[config.mk]
export PLATFORM = sky130hd
export DESIGN_NAME = cap_dword_window
export DESIGN_NICKNAME = d
export VERILOG_FILES = /design/src/rtl/cdw_pkg.sv /design/src/rtl/cdw_seq.sv /design/src/rtl/cdw_cap_regs.sv /design/src/rtl/cdw_rs_port.sv /design/src/rtl/cdw_read_port.sv /design/src/rtl/cap_dword_window.sv
export SDC_FILE = /design/constraint.sdc
export NUM_CORES = 1
export LEC_CHECK = 0
export BUFFER_PORTS_ARGS = -buffer_cell sky130_fd_sc_hd__buf_2
export CAP_MARGIN = 20
export CORE_MARGIN = 1.5
export CORE_UTILIZATION = 45
export DETAILED_ROUTE_END_ITERATION = 10
export PLACE_DENSITY = 0.79
export SKIP_CTS_REPAIR_TIMING = 1
export SYNTH_ARGS = -nofsm -noshare
export SYNTH_HDL_FRONTEND = slang
export SYNTH_SLANG_ARGS = --single-unit
export TNS_END_PERCENT = 20
[constraint.sdc]
create_clock -name clk -period 4.9 [get_ports clk]
set_clock_uncertainty 0.2 [all_clocks]
set_input_delay 0.49 -clock clk [delete_from_list [all_inputs] [get_ports clk]]
set_output_delay 0.49 -clock clk [all_outputs]
set_load 0.01 [all_outputs]
[src/rtl/cdw_pkg.sv]
package cdw_pkg;

  localparam int SEL_W  = 8;
  localparam int WORD_W = 32;
  localparam int LANES  = WORD_W / 8;

  typedef enum logic [1:0] {
    SEQ_IDLE = 2'd0,
    SEQ_FWD  = 2'd1,
    SEQ_LOAD = 2'd2
  } seq_state_e;

  // Smallest power of two not below v (bounded loop, elaboration only).
  function automatic int pow2_ceil(input int v);
    int p;
    p = 1;
    for (int i = 0; i < 31; i++) begin
      if (p < v) p = p * 2;
    end
    return p;
  endfunction

  // Byte address of the dword chosen by a selector value.
  function automatic logic [SEL_W+1:0] sel_byte_addr(input logic [SEL_W-1:0] sel);
    return {sel, 2'b00};
  endfunction

  // True when the chosen dword lies inside a register set of set_bytes bytes.
  function automatic logic sel_in_set(input logic [SEL_W-1:0] sel, input int set_bytes);
    return int'(sel_byte_addr(sel)) < set_bytes;
  endfunction

  // Replace the enabled byte lanes of old_w with those of new_w.
  function automatic logic [WORD_W-1:0] lane_merge(input logic [WORD_W-1:0] old_w,
                                                   input logic [WORD_W-1:0] new_w,
                                                   input logic [LANES-1:0]  be);
    logic [WORD_W-1:0] r;
    for (int i = 0; i < LANES; i++) begin
      r[i*8 +: 8] = be[i] ? new_w[i*8 +: 8] : old_w[i*8 +: 8];
    end
    return r;
  endfunction

  // Layout of capability dword 0 as seen by configuration reads.
  function automatic logic [WORD_W-1:0] head_word(input logic [SEL_W-1:0] sel,
                                                  input logic busy,
                                                  input logic pend);
    logic [7:0] flags;
    flags = {4'b0000, pend, busy, 2'b00};
    return {flags, sel, 16'h0000};
  endfunction

endpackage

[src/rtl/cdw_seq.sv]
module cdw_seq
  import cdw_pkg::*;
(
  input  logic clk,
  input  logic rst_n,
  input  logic accept,
  input  logic hit_data,
  output logic st_fwd,
  output logic st_load,
  output logic idle
);

  seq_state_e state_q;
  seq_state_e state_d;

  always_comb begin
    state_d = state_q;
    unique case (state_q)
      SEQ_IDLE: begin
        if (accept) state_d = hit_data ? SEQ_FWD : SEQ_LOAD;
      end
      SEQ_FWD:  state_d = SEQ_LOAD;
      SEQ_LOAD: state_d = SEQ_IDLE;
      default:  state_d = SEQ_IDLE;
    endcase
  end

  always_ff @(posedge clk) begin
    if (!rst_n) state_q <= SEQ_IDLE;
    else        state_q <= state_d;
  end

  assign st_fwd  = (state_q == SEQ_FWD);
  assign st_load = (state_q == SEQ_LOAD);
  assign idle    = (state_q == SEQ_IDLE);

endmodule

[src/rtl/cdw_cap_regs.sv]
module cdw_cap_regs
  import cdw_pkg::*;
(
  input  logic              clk,
  input  logic              rst_n,
  input  logic              sel_we,
  input  logic [SEL_W-1:0]  sel_d,
  input  logic [LANES-1:0]  data_be,
  input  logic [WORD_W-1:0] data_d,
  input  logic              load_en,
  input  logic [WORD_W-1:0] load_d,
  output logic [SEL_W-1:0]  sel_q,
  output logic [WORD_W-1:0] data_q
);

  always_ff @(posedge clk) begin
    if (!rst_n)      sel_q <= '0;
    else if (sel_we) sel_q <= sel_d;
  end

  // One flop group per byte lane; a reload overrides any lane write.
  for (genvar g = 0; g < LANES; g++) begin : g_lane
    always_ff @(posedge clk) begin
      if (!rst_n)          data_q[g*8 +: 8] <= 8'h00;
      else if (load_en)    data_q[g*8 +: 8] <= load_d[g*8 +: 8];
      else if (data_be[g]) data_q[g*8 +: 8] <= data_d[g*8 +: 8];
    end
  end

endmodule

[src/rtl/cdw_rs_port.sv]
module cdw_rs_port
  import cdw_pkg::*;
#(
  parameter int SET_BYTES = 160,
  parameter int RS_AW     = 8
)(
  input  logic [SEL_W-1:0]  sel_q,
  input  logic [WORD_W-1:0] data_q,
  input  logic              do_fwd,
  input  logic              do_load,
  input  logic [WORD_W-1:0] rs_rdata,
  output logic              rs_wr,
  output logic              rs_rd,
  output logic [RS_AW-1:0]  rs_addr,
  output logic [WORD_W-1:0] rs_wdata,
  output logic [WORD_W-1:0] load_word,
  output logic              in_range
);

  localparam int BA_W = SEL_W + 2;

  logic [BA_W-1:0] byte_addr;

  assign byte_addr = sel_byte_addr(sel_q);
  assign in_range  = sel_in_set(sel_q, SET_BYTES);

  generate
    if (RS_AW >= BA_W) begin : g_wide
      assign rs_addr = in_range ? RS_AW'(byte_addr) : '0;
    end else begin : g_narrow
      assign rs_addr = in_range ? byte_addr[RS_AW-1:0] : '0;
    end
  endgenerate

  assign rs_wr     = do_fwd  & in_range;
  assign rs_rd     = do_load & in_range;
  assign rs_wdata  = data_q;
  assign load_word = in_range ? rs_rdata : '0;

endmodule

[src/rtl/cdw_read_port.sv]
module cdw_read_port
  import cdw_pkg::*;
#(
  parameter int CFG_AW  = 10,
  parameter int CAP_DW0 = 50
)(
  input  logic              clk,
  input  logic              rst_n,
  input  logic              cfg_rd,
  input  logic [CFG_AW-1:0] cfg_addr,
  input  logic [SEL_W-1:0]  sel_q,
  input  logic [WORD_W-1:0] data_q,
  input  logic              cmd_busy,
  input  logic              cmd_pend,
  output logic [WORD_W-1:0] cfg_rdata
);

  localparam logic [CFG_AW-1:0] A_HEAD = CFG_AW'(CAP_DW0);
  localparam logic [CFG_AW-1:0] A_DATA = CFG_AW'(CAP_DW0 + 1);

  logic [WORD_W-1:0] mux_word;

  always_comb begin
    mux_word = '0;
    if (cfg_addr == A_HEAD)      mux_word = head_word(sel_q, cmd_busy, cmd_pend);
    else if (cfg_addr == A_DATA) mux_word = data_q;
  end

  always_ff @(posedge clk) begin
    if (!rst_n)      cfg_rdata <= '0;
    else if (cfg_rd) cfg_rdata <= mux_word;
    else             cfg_rdata <= '0;
  end

endmodule

[src/rtl/cap_dword_window.sv]
module cap_dword_window
  import cdw_pkg::*;
#(
  parameter int N_SLOTS   = 31,
  parameter int MAX_SLOTS = 31,
  parameter int SET_HDR   = 36,
  parameter int CFG_AW    = 10,
  parameter int CAP_OFS   = 200,
  localparam int SET_BYTES = SET_HDR + 4 * N_SLOTS,
  localparam int APERTURE  = pow2_ceil(SET_HDR + 4 * MAX_SLOTS),
  localparam int RS_AW     = $clog2(APERTURE)
)(
  input  logic              clk,
  input  logic              rst_n,
  input  logic              cfg_wr,
  input  logic              cfg_rd,
  input  logic [CFG_AW-1:0] cfg_addr,
  input  logic [3:0]        cfg_be,
  input  logic [31:0]       cfg_wdata,
  output logic [31:0]       cfg_rdata,
  input  logic              cmd_busy,
  input  logic              cmd_pend,
  output logic              rs_wr,
  output logic              rs_rd,
  output logic [RS_AW-1:0]  rs_addr,
  output logic [31:0]       rs_wdata,
  input  logic [31:0]       rs_rdata
);

  localparam int CAP_DW0 = CAP_OFS / 4;
  localparam logic [CFG_AW-1:0] A_HEAD = CFG_AW'(CAP_DW0);
  localparam logic [CFG_AW-1:0] A_DATA = CFG_AW'(CAP_DW0 + 1);

  // Named internal events, observed by the bound checker.
  logic              seq_idle;
  logic              st_fwd;
  logic              st_load;
  logic              hit_head;
  logic              hit_data;
  logic              accept;
  logic              in_range;
  logic [SEL_W-1:0]  sel_q;
  logic [WORD_W-1:0] data_q;
  logic [WORD_W-1:0] load_word;

  assign hit_head = (cfg_addr == A_HEAD) && (cfg_be != 4'h0);
  assign hit_data = (cfg_addr == A_DATA) && (cfg_be != 4'h0);
  assign accept   = cfg_wr && seq_idle && (hit_head || hit_data);

  cdw_seq u_seq (
    .clk      (clk),
    .rst_n    (rst_n),
    .accept   (accept),
    .hit_data (hit_data),
    .st_fwd   (st_fwd),
    .st_load  (st_load),
    .idle     (seq_idle)
  );

  cdw_cap_regs u_regs (
    .clk     (clk),
    .rst_n   (rst_n),
    .sel_we  (accept && hit_head && cfg_be[2]),
    .sel_d   (cfg_wdata[23:16]),
    .data_be ((accept && hit_data) ? cfg_be : 4'h0),
    .data_d  (cfg_wdata),
    .load_en (st_load),
    .load_d  (load_word),
    .sel_q   (sel_q),
    .data_q  (data_q)
  );

  cdw_rs_port #(
    .SET_BYTES (SET_BYTES),
    .RS_AW     (RS_AW)
  ) u_rs (
    .sel_q     (sel_q),
    .data_q    (data_q),
    .do_fwd    (st_fwd),
    .do_load   (st_load),
    .rs_rdata  (rs_rdata),
    .rs_wr     (rs_wr),
    .rs_rd     (rs_rd),
    .rs_addr   (rs_addr),
    .rs_wdata  (rs_wdata),
    .load_word (load_word),
    .in_range  (in_range)
  );

  cdw_read_port #(
    .CFG_AW  (CFG_AW),
    .CAP_DW0 (CAP_DW0)
  ) u_rd (
    .clk       (clk),
    .rst_n     (rst_n),
    .cfg_rd    (cfg_rd),
    .cfg_addr  (cfg_addr),
    .sel_q     (sel_q),
    .data_q    (data_q),
    .cmd_busy  (cmd_busy),
    .cmd_pend  (cmd_pend),
    .cfg_rdata (cfg_rdata)
  );

endmodule

==> results of run 1 <==
==> cell usage after synthesis, drive strengths merged (2+ instances only) <==
library cell	number	area, um2
mux2i	18	180
nor3b	4	30.0
or3	2	12.5
nand2	6	22.5
and2	29	181
nand4bb	2	22.5
buf	11	90.1
a21oi	32	190
or4b	2	20.0
o31ai	32	240
nor2b	8	50.1
or2	4	25.0
nor3	2	10.0
dfxtp	74	1480
clkbuf	23	86.3
nor4	4	85.1
nor2	12	45.0
a32oi	32	280
==> layout by cell type, fill, tap and decap left out <==
cell / n
nand4b_1: 1
inv_1: 1
mux2i_1: 18
conb_1: 2
clkinvlp_4: 1
nor4_4: 4
clkinv_4: 1
or4b_1: 2
nor2_1: 12
dfxtp_1: 74
nor2b_1: 8
nor3_1: 1
and3b_2: 1
and2_1: 29
or2_1: 4
or3_1: 2
nand2_1: 6
nor3_2: 1
and2b_2: 1
nand2b_1: 1
nor3b_1: 4
clkbuf_1: 1
or4_1: 1
a21oi_1: 24
o21ai_2: 1
a32oi_1: 32
a21oi_2: 8
a31oi_1: 1
buf_4: 4
clkbuf_8: 11
clkinv_2: 2
nand4bb_1: 2
buf_2: 155
o31ai_1: 32
==> stage by stage <==
step | hold slack (ns) | setup slack [ns] | power (mW) | cells | instance area, um2
finish | 0.215 | 2.08 | 1.10 | 528 | 4040
floorplan | 0.267 | 2.63 | 0.647 | 307 | 3120
global route | 0.214 | 1.92 | 1.15 | 528 | 4040
detailed placement | 0.269 | 1.61 | 0.683 | 511 | 3850
global placement | 0.265 | 1.71 | 0.682 | 511 | 3850
CTS | 0.194 | 1.95 | 1.11 | 527 | 4030
==> worst min-delay path: stages <==
cell,delay [ns]
buf_2,0.08
mux2i_1,0.06
nor2_1,0.08
==> layer usage <==
| layer | GRT usage | share of wire | wire length, um | vias to the layer above |
|---|---|---|---|---|
| li1 | - | - | - | 1406 |
| met1 | 0.282 | 0.41 | 3630 | 1353 |
| met2 | 0.404 | 0.51 | 4480 | 121 |
| met3 | 0.0590 | 0.069 | 605 | 4 |
| met4 | 0.0792 | 0.0065 | 57 | 0 |
| met5 | 0 | 0 | 0 | - |
==> area by class of cell <==
type,instances,area share
Clock buffer,12,0.0384
Clock inverter,4,0.00651
Inverter,1,0.000930
Multi-Input combinational cell,198,0.363
Sequential cell,74,0.367
Tap cell,80,0.0248
Timing Repair Buffer,159,0.200
==> state kept, by name, summed over array words and instances (netlist names) <==
name	count
u_regs.data_q	32
u_rd.cfg_rdata	32
u_regs.sel_q	8
u_seq.state_q	2
==> worst max path at each step <==
| stage | slack (ns) | end | from | cells after the start |
|---|---|---|---|---|
| 3_5_place_dp | 1.61 | u_rd.cfg_rdata[31] | cfg_addr[2] | 5 |
| 5_1_grt | 1.92 | rs_wr | u_regs.sel_q[3] | 4 |
| 2_1_floorplan | 2.63 | u_regs.data_q[11] | cfg_addr[8] | 6 |
| 3_3_place_gp | 1.71 | u_rd.cfg_rdata[25] | cfg_addr[2] | 5 |
| 4_1_cts | 1.95 | u_rd.cfg_rdata[31] | cfg_addr[2] | 5 |
| 6_report | 2.08 | rs_wr | u_regs.sel_q[3] | 4 |
==> power breakdown <==
group / internal [mW] / switching, mW / total (mW)
registers: 0.601 / 0.000200 / 0.601
logic: 0.0358 / 0.0323 / 0.0681
clock network: 0.211 / 0.216 / 0.427
==> cells by family after synthesis <==
group | after synthesis | share of synthesized area
other | 1 | 0.00120
flip-flops | 74 | 0.476
multiplexers | 18 | 0.0579
AND/OR/NAND/NOR | 80 | 0.175
buffers and inverters | 35 | 0.0579
AO/OA/AOI/OAI | 98 | 0.232
==> flow_metrics.env, run 1 <==
export IMPL_htree_levels=3
export IMPL_ant_nets=0
export IMPL_cellPowerDensity_mw_per_mm2=272
export IMPL_syn_area_per_cell_um2=10.2
export IMPL_crit_type="reg -> out"
export IMPL_grt_max_degree=44
export IMPL_first_global_vias=2720
export IMPL_ys_seq_area_frac=0.476
export IMPL_r2r_start="u_seq.state_q[0]"
export IMPL_synth_cell_area_mm2=0.00311
export IMPL_wirelength_mm=8.77
export IMPL_fmax_mhz=355
export IMPL_end_kind="output port"
export IMPL_run_status="finished clean"
export IMPL_path_delay_family="simple AND/OR/NAND/NOR gates"
export IMPL_leakagePower_nw=2.06
export IMPL_slew_violations=0
export IMPL_clock_sinks=74
export IMPL_first_iter_violations=94
export IMPL_num_rows=30
export IMPL_critPathMaxStageDelay_ns=0.84
export IMPL_peakVddDrop_v=0.000164
export IMPL_ios=158
export IMPL_globalplace_congestion=0.766
export IMPL_drive_gt1_frac=0.424
export IMPL_slowest_stage="nor3b_1"
export IMPL_clk_insertion_delay_late_ns=0.33
export IMPL_fillers=596
export IMPL_die_area_mm2=0.00743
export IMPL_clockBufferDepth=2
export IMPL_cp_num_buf_inv=1
export IMPL_synthCells=306
export IMPL_worstRegToRegCells=4
export IMPL_cp_cell_sequence="o21ai_2 > nor3b_1 > and3b_2 > buf_2"
export IMPL_async_flop_share=0
export IMPL_synth_cell_types=30
export IMPL_cts_buffers=9
export IMPL_crit_required_ns=4.21
export IMPL_layout_area_overhead_vs_synth_pct=29.7
export IMPL_synth_ff_type="dfxtp_1"
export IMPL_gr_total_overflow=0
export IMPL_remaining_drc_errors=0
export IMPL_cts_clk_slew_worst_paths_ns=0.07
export IMPL_hold_viol=0
export IMPL_io_buffers=155
export IMPL_cp_max_fo=8
export IMPL_r2r_setup_slack_ns=2.28
export IMPL_slew_headroom=0.322
export IMPL_yosysWarnings=0
export IMPL_whs_path_depth=3
export IMPL_dpl_hpwl_mm=6.06
export IMPL_worstHoldEndpoint="u_rd.cfg_rdata[26]"
export IMPL_maxCapViolCount=0
export IMPL_fp_coreArea_mm2=0.00676
export IMPL_vias=2884
export IMPL_antenna_cells=0
export IMPL_cts_tree="done"
export IMPL_final_util=0.597
export IMPL_arrival_ns=2.13
export IMPL_finalSetupViolCount=0
export IMPL_chipWidth_um=86.2
export IMPL_ys_ff_latch=74
export IMPL_cts_root_buf="clkbuf_8"
export IMPL_routedWlPerCell_um=16.6
export IMPL_dieHeight_um=86.2
export IMPL_rsz0062_at_grt="false"
export IMPL_min_path_type="in -> reg"
export IMPL_start_util=0.461
export IMPL_period_share=0.575
export IMPL_final_setup_tns_ns=0
export IMPL_grt_usage=0.233
export IMPL_tightest_slew_ns=1.02
export IMPL_final_seq_area_mm2=0.00148
export IMPL_grt_pass1_wl_mm=13.4
export IMPL_hp_start="cmd_busy"
export IMPL_multi_input_area_mm2=0.00146
export IMPL_synth_edf_count=0
export IMPL_fin_crit_ns=2.82
export IMPL_antenna_found_initial=0
export IMPL_detail_route_vias_per_cell=5.46
export IMPL_regToRegEndpoint="u_regs.data_q[8]"
export IMPL_startpoint_type="flip-flop"
export IMPL_firstDrtPassIters=4
export IMPL_layout_nets=527
Note: power is estimated with default switching activity, not from simulation.
==> run 2: changes to the inputs <==
- ABC_AREA: not set -> 1
- CORE_UTILIZATION: 45 -> 42
- PLACE_DENSITY: 0.79 -> 0.76
- clock period: 4.9 -> 2.55 ns (I/O delays scaled with it)
==> flow_metrics.env, run 2 <==
export IMPL_routedWlPerCell_um=11.5
export IMPL_rsz0062_at_grt="false"
export IMPL_clock_sinks=74
export IMPL_dieHeight_um=91.9
export IMPL_num_rows=32
export IMPL_clk_insertion_delay_late_ns=0.33
export IMPL_wirelength_mm=8.69
export IMPL_firstDrtPassIters=5
export IMPL_grt_max_degree=61
export IMPL_globalplace_congestion=0.843
export IMPL_fp_coreArea_mm2=0.00769
export IMPL_ios=158
export IMPL_finalSetupViolCount=0
export IMPL_layout_common_cells="155 x buf_2, 154 x nand2_1, 86 x nor2_1, 74 x dfxtp_1, 51 x inv_1"
export IMPL_cp_max_fo=38
export IMPL_arrival_ns=1.68
export IMPL_tightest_slew_ns=0.547
export IMPL_end_kind="output port"
export IMPL_combPwrFrac=0.057
export IMPL_top_regs="u_rd.cfg_rdata: 32 flops, u_regs.data_q: 32 flops, u_regs.sel_q: 8 flops"
export IMPL_async_flop_share=0
export IMPL_gr_total_overflow=0
export IMPL_period_share=0.836
export IMPL_cts_buffers=9
export IMPL_start_util=0.432
export IMPL_final_common_cell="buf_2"
export IMPL_io_buffers=155
export IMPL_power_switching_mw=0.502
export IMPL_slew_violations=0
export IMPL_vias=3548
export IMPL_layout_area_overhead_vs_synth_pct=33.5
export IMPL_synth_cell_types=20
export IMPL_fmax_mhz=469
export IMPL_run_status="finished with violations"
export IMPL_synth_top_cell_area_share=0.446
export IMPL_slew_headroom=0.635
export IMPL_cellPowerDensity_mw_per_mm2=537
export IMPL_dpl_hpwl_mm=6.21
export IMPL_cts_tree="done"
export IMPL_ys_seq_area_frac=0.446
export IMPL_leakagePower_nw=2.49
export IMPL_maxCapViolCount=0
export IMPL_antenna_found_initial=0
export IMPL_synth_cell_area_mm2=0.00332
export IMPL_synth_area_leaders="dfxtp_1 45%, nand2_1 18%, nor2_1 9.7%, nand3_1 6.8%, inv_1 5.8%"
export IMPL_crit_type="reg -> out"
export IMPL_fillers=757
export IMPL_seq_power_share=0.485
export IMPL_synthMostInstantiatedCell="nand2_1"
export IMPL_antenna_cells=0
export IMPL_grt_pass1_wl_mm=13.8
export IMPL_grt_usage=0.203
export IMPL_synth_ff_type="dfxtp_1"
export IMPL_ys_ff_latch=74
export IMPL_remaining_drc_errors=0
export IMPL_startpoint_type="flip-flop"
export IMPL_final_setup_tns_ns=0
export IMPL_first_iter_violations=198
export IMPL_ant_nets=0
export IMPL_crit_required_ns=2.10
export IMPL_clockBufferDepth=2
export IMPL_pwr_share_clk=0.457
export IMPL_fin_crit_ns=2.13
export IMPL_dp_slack_ns=0.622
export IMPL_p_int_mw=1.88
export IMPL_synth_edf_count=0
export IMPL_synthCells=499
export IMPL_first_global_vias=3161
export IMPL_chipWidth_um=91.9
export IMPL_hold_viol=1
export IMPL_ys_top_cells_by_count="155 x nand2_1, 86 x nor2_1, 74 x dfxtp_1"
export IMPL_die_area_mm2=0.00845
export IMPL_detail_route_vias_per_cell=4.68
export IMPL_synth_top_area_cell="dfxtp_1"
export IMPL_fin_ws_ns=0.419
export IMPL_cts_clk_slew_worst_paths_ns=0.08
export IMPL_drive_gt1_frac=0.288
export IMPL_switching_share=0.211
export IMPL_layout_nets=735
export IMPL_violations="negative hold slack"
export IMPL_htree_levels=3
export IMPL_yosysWarnings=0
export IMPL_hold_slack_ns=-0.0116
export IMPL_syn_area_per_cell_um2=6.65
export IMPL_peakVddDrop_v=0.000302
export IMPL_min_path_type="in -> reg"
export IMPL_cts_root_buf="clkbuf_8"
## run 2: cell count changes in the layout (fill, tap and decap cells not counted), sizes merged, moves of 32 or more
cell,previous run,this run
o31ai,32,0
inv,1,51
nor2,12,90
nand2,6,156
nand3,0,50
a32oi,32,0
## run 2: worst paths after layout
path | startpoint | end | slack, ns | cells past startpoint
max | u_seq.state_q[0] | rs_rd | 0.42 | 4
min | cfg_wdata[23] | u_regs.sel_q[7] | -0.01 | 3
max reg2reg | u_seq.state_q[0] | u_regs.data_q[27] | 0.61 | 8
min reg2reg | u_regs.data_q[1] | u_rd.cfg_rdata[1] | 0.25 | 2
## run 2: routing by layer
| metal | vias to the layer above | share of wire | GRT usage | wire [um] |
|---|---|---|---|---|
| li1 | 1823 | - | - | - |
| met1 | 1563 | 0.44 | 0.256 | 3840 |
| met2 | 149 | 0.47 | 0.338 | 4090 |
| met3 | 13 | 0.073 | 0.0431 | 632 |
| met4 | 0 | 0.014 | 0.0795 | 124 |
| met5 | - | 0 | 0 | 0 |
## run 2: cells by family (layout without fill, tap and decap cells)
kind of cell	count (synthesis)	after routing	share of synthesized area
compound gates	44	44	0.0663
buf+inv	81	237	0.111
flops	74	74	0.446
other cells	1	2	0.00113
simple gates	299	299	0.375
## run 2: cell type report
cell class,count,area [um2],area share
Tap cell,102,128,0.0288
Sequential cell,74,1480,0.334
Clock inverter,6,115,0.0260
Multi-Input combinational cell,345,1480,0.334
Clock buffer,10,128,0.0288
Timing Repair Buffer,170,908,0.205
Inverter,51,191,0.0432
## run 2: through the flow
stage               instances  total power, mW  cell area [um2]  utilization
floorplan                 500             1.24             3320            -
global placement          734             1.31             4110        0.535
detailed placement        734             1.31             4110        0.535
CTS                       750             2.39             4350        0.566
global route              758             2.46             4430        0.577
finish                    758             2.38             4430        0.577
## run 2: power by group through the flow
stage,Sequential (mW),Clock (mW),Combinational [mW]
3_5_place_dp,1.18,0,0.126
3_3_place_gp,1.18,0,0.125
4_1_cts,1.16,1.11,0.127
6_report,1.16,1.09,0.137
5_1_grt,1.16,1.16,0.153
2_1_floorplan,1.18,0,0.0523
## run 2: worst max-delay path, stage by stage, from the launching register on
cell and delay [ns]:
dfxtp_1 0.31, inv_1 0.12, nand2_4 0.24, nor2_4 0.45, buf_2 0.21
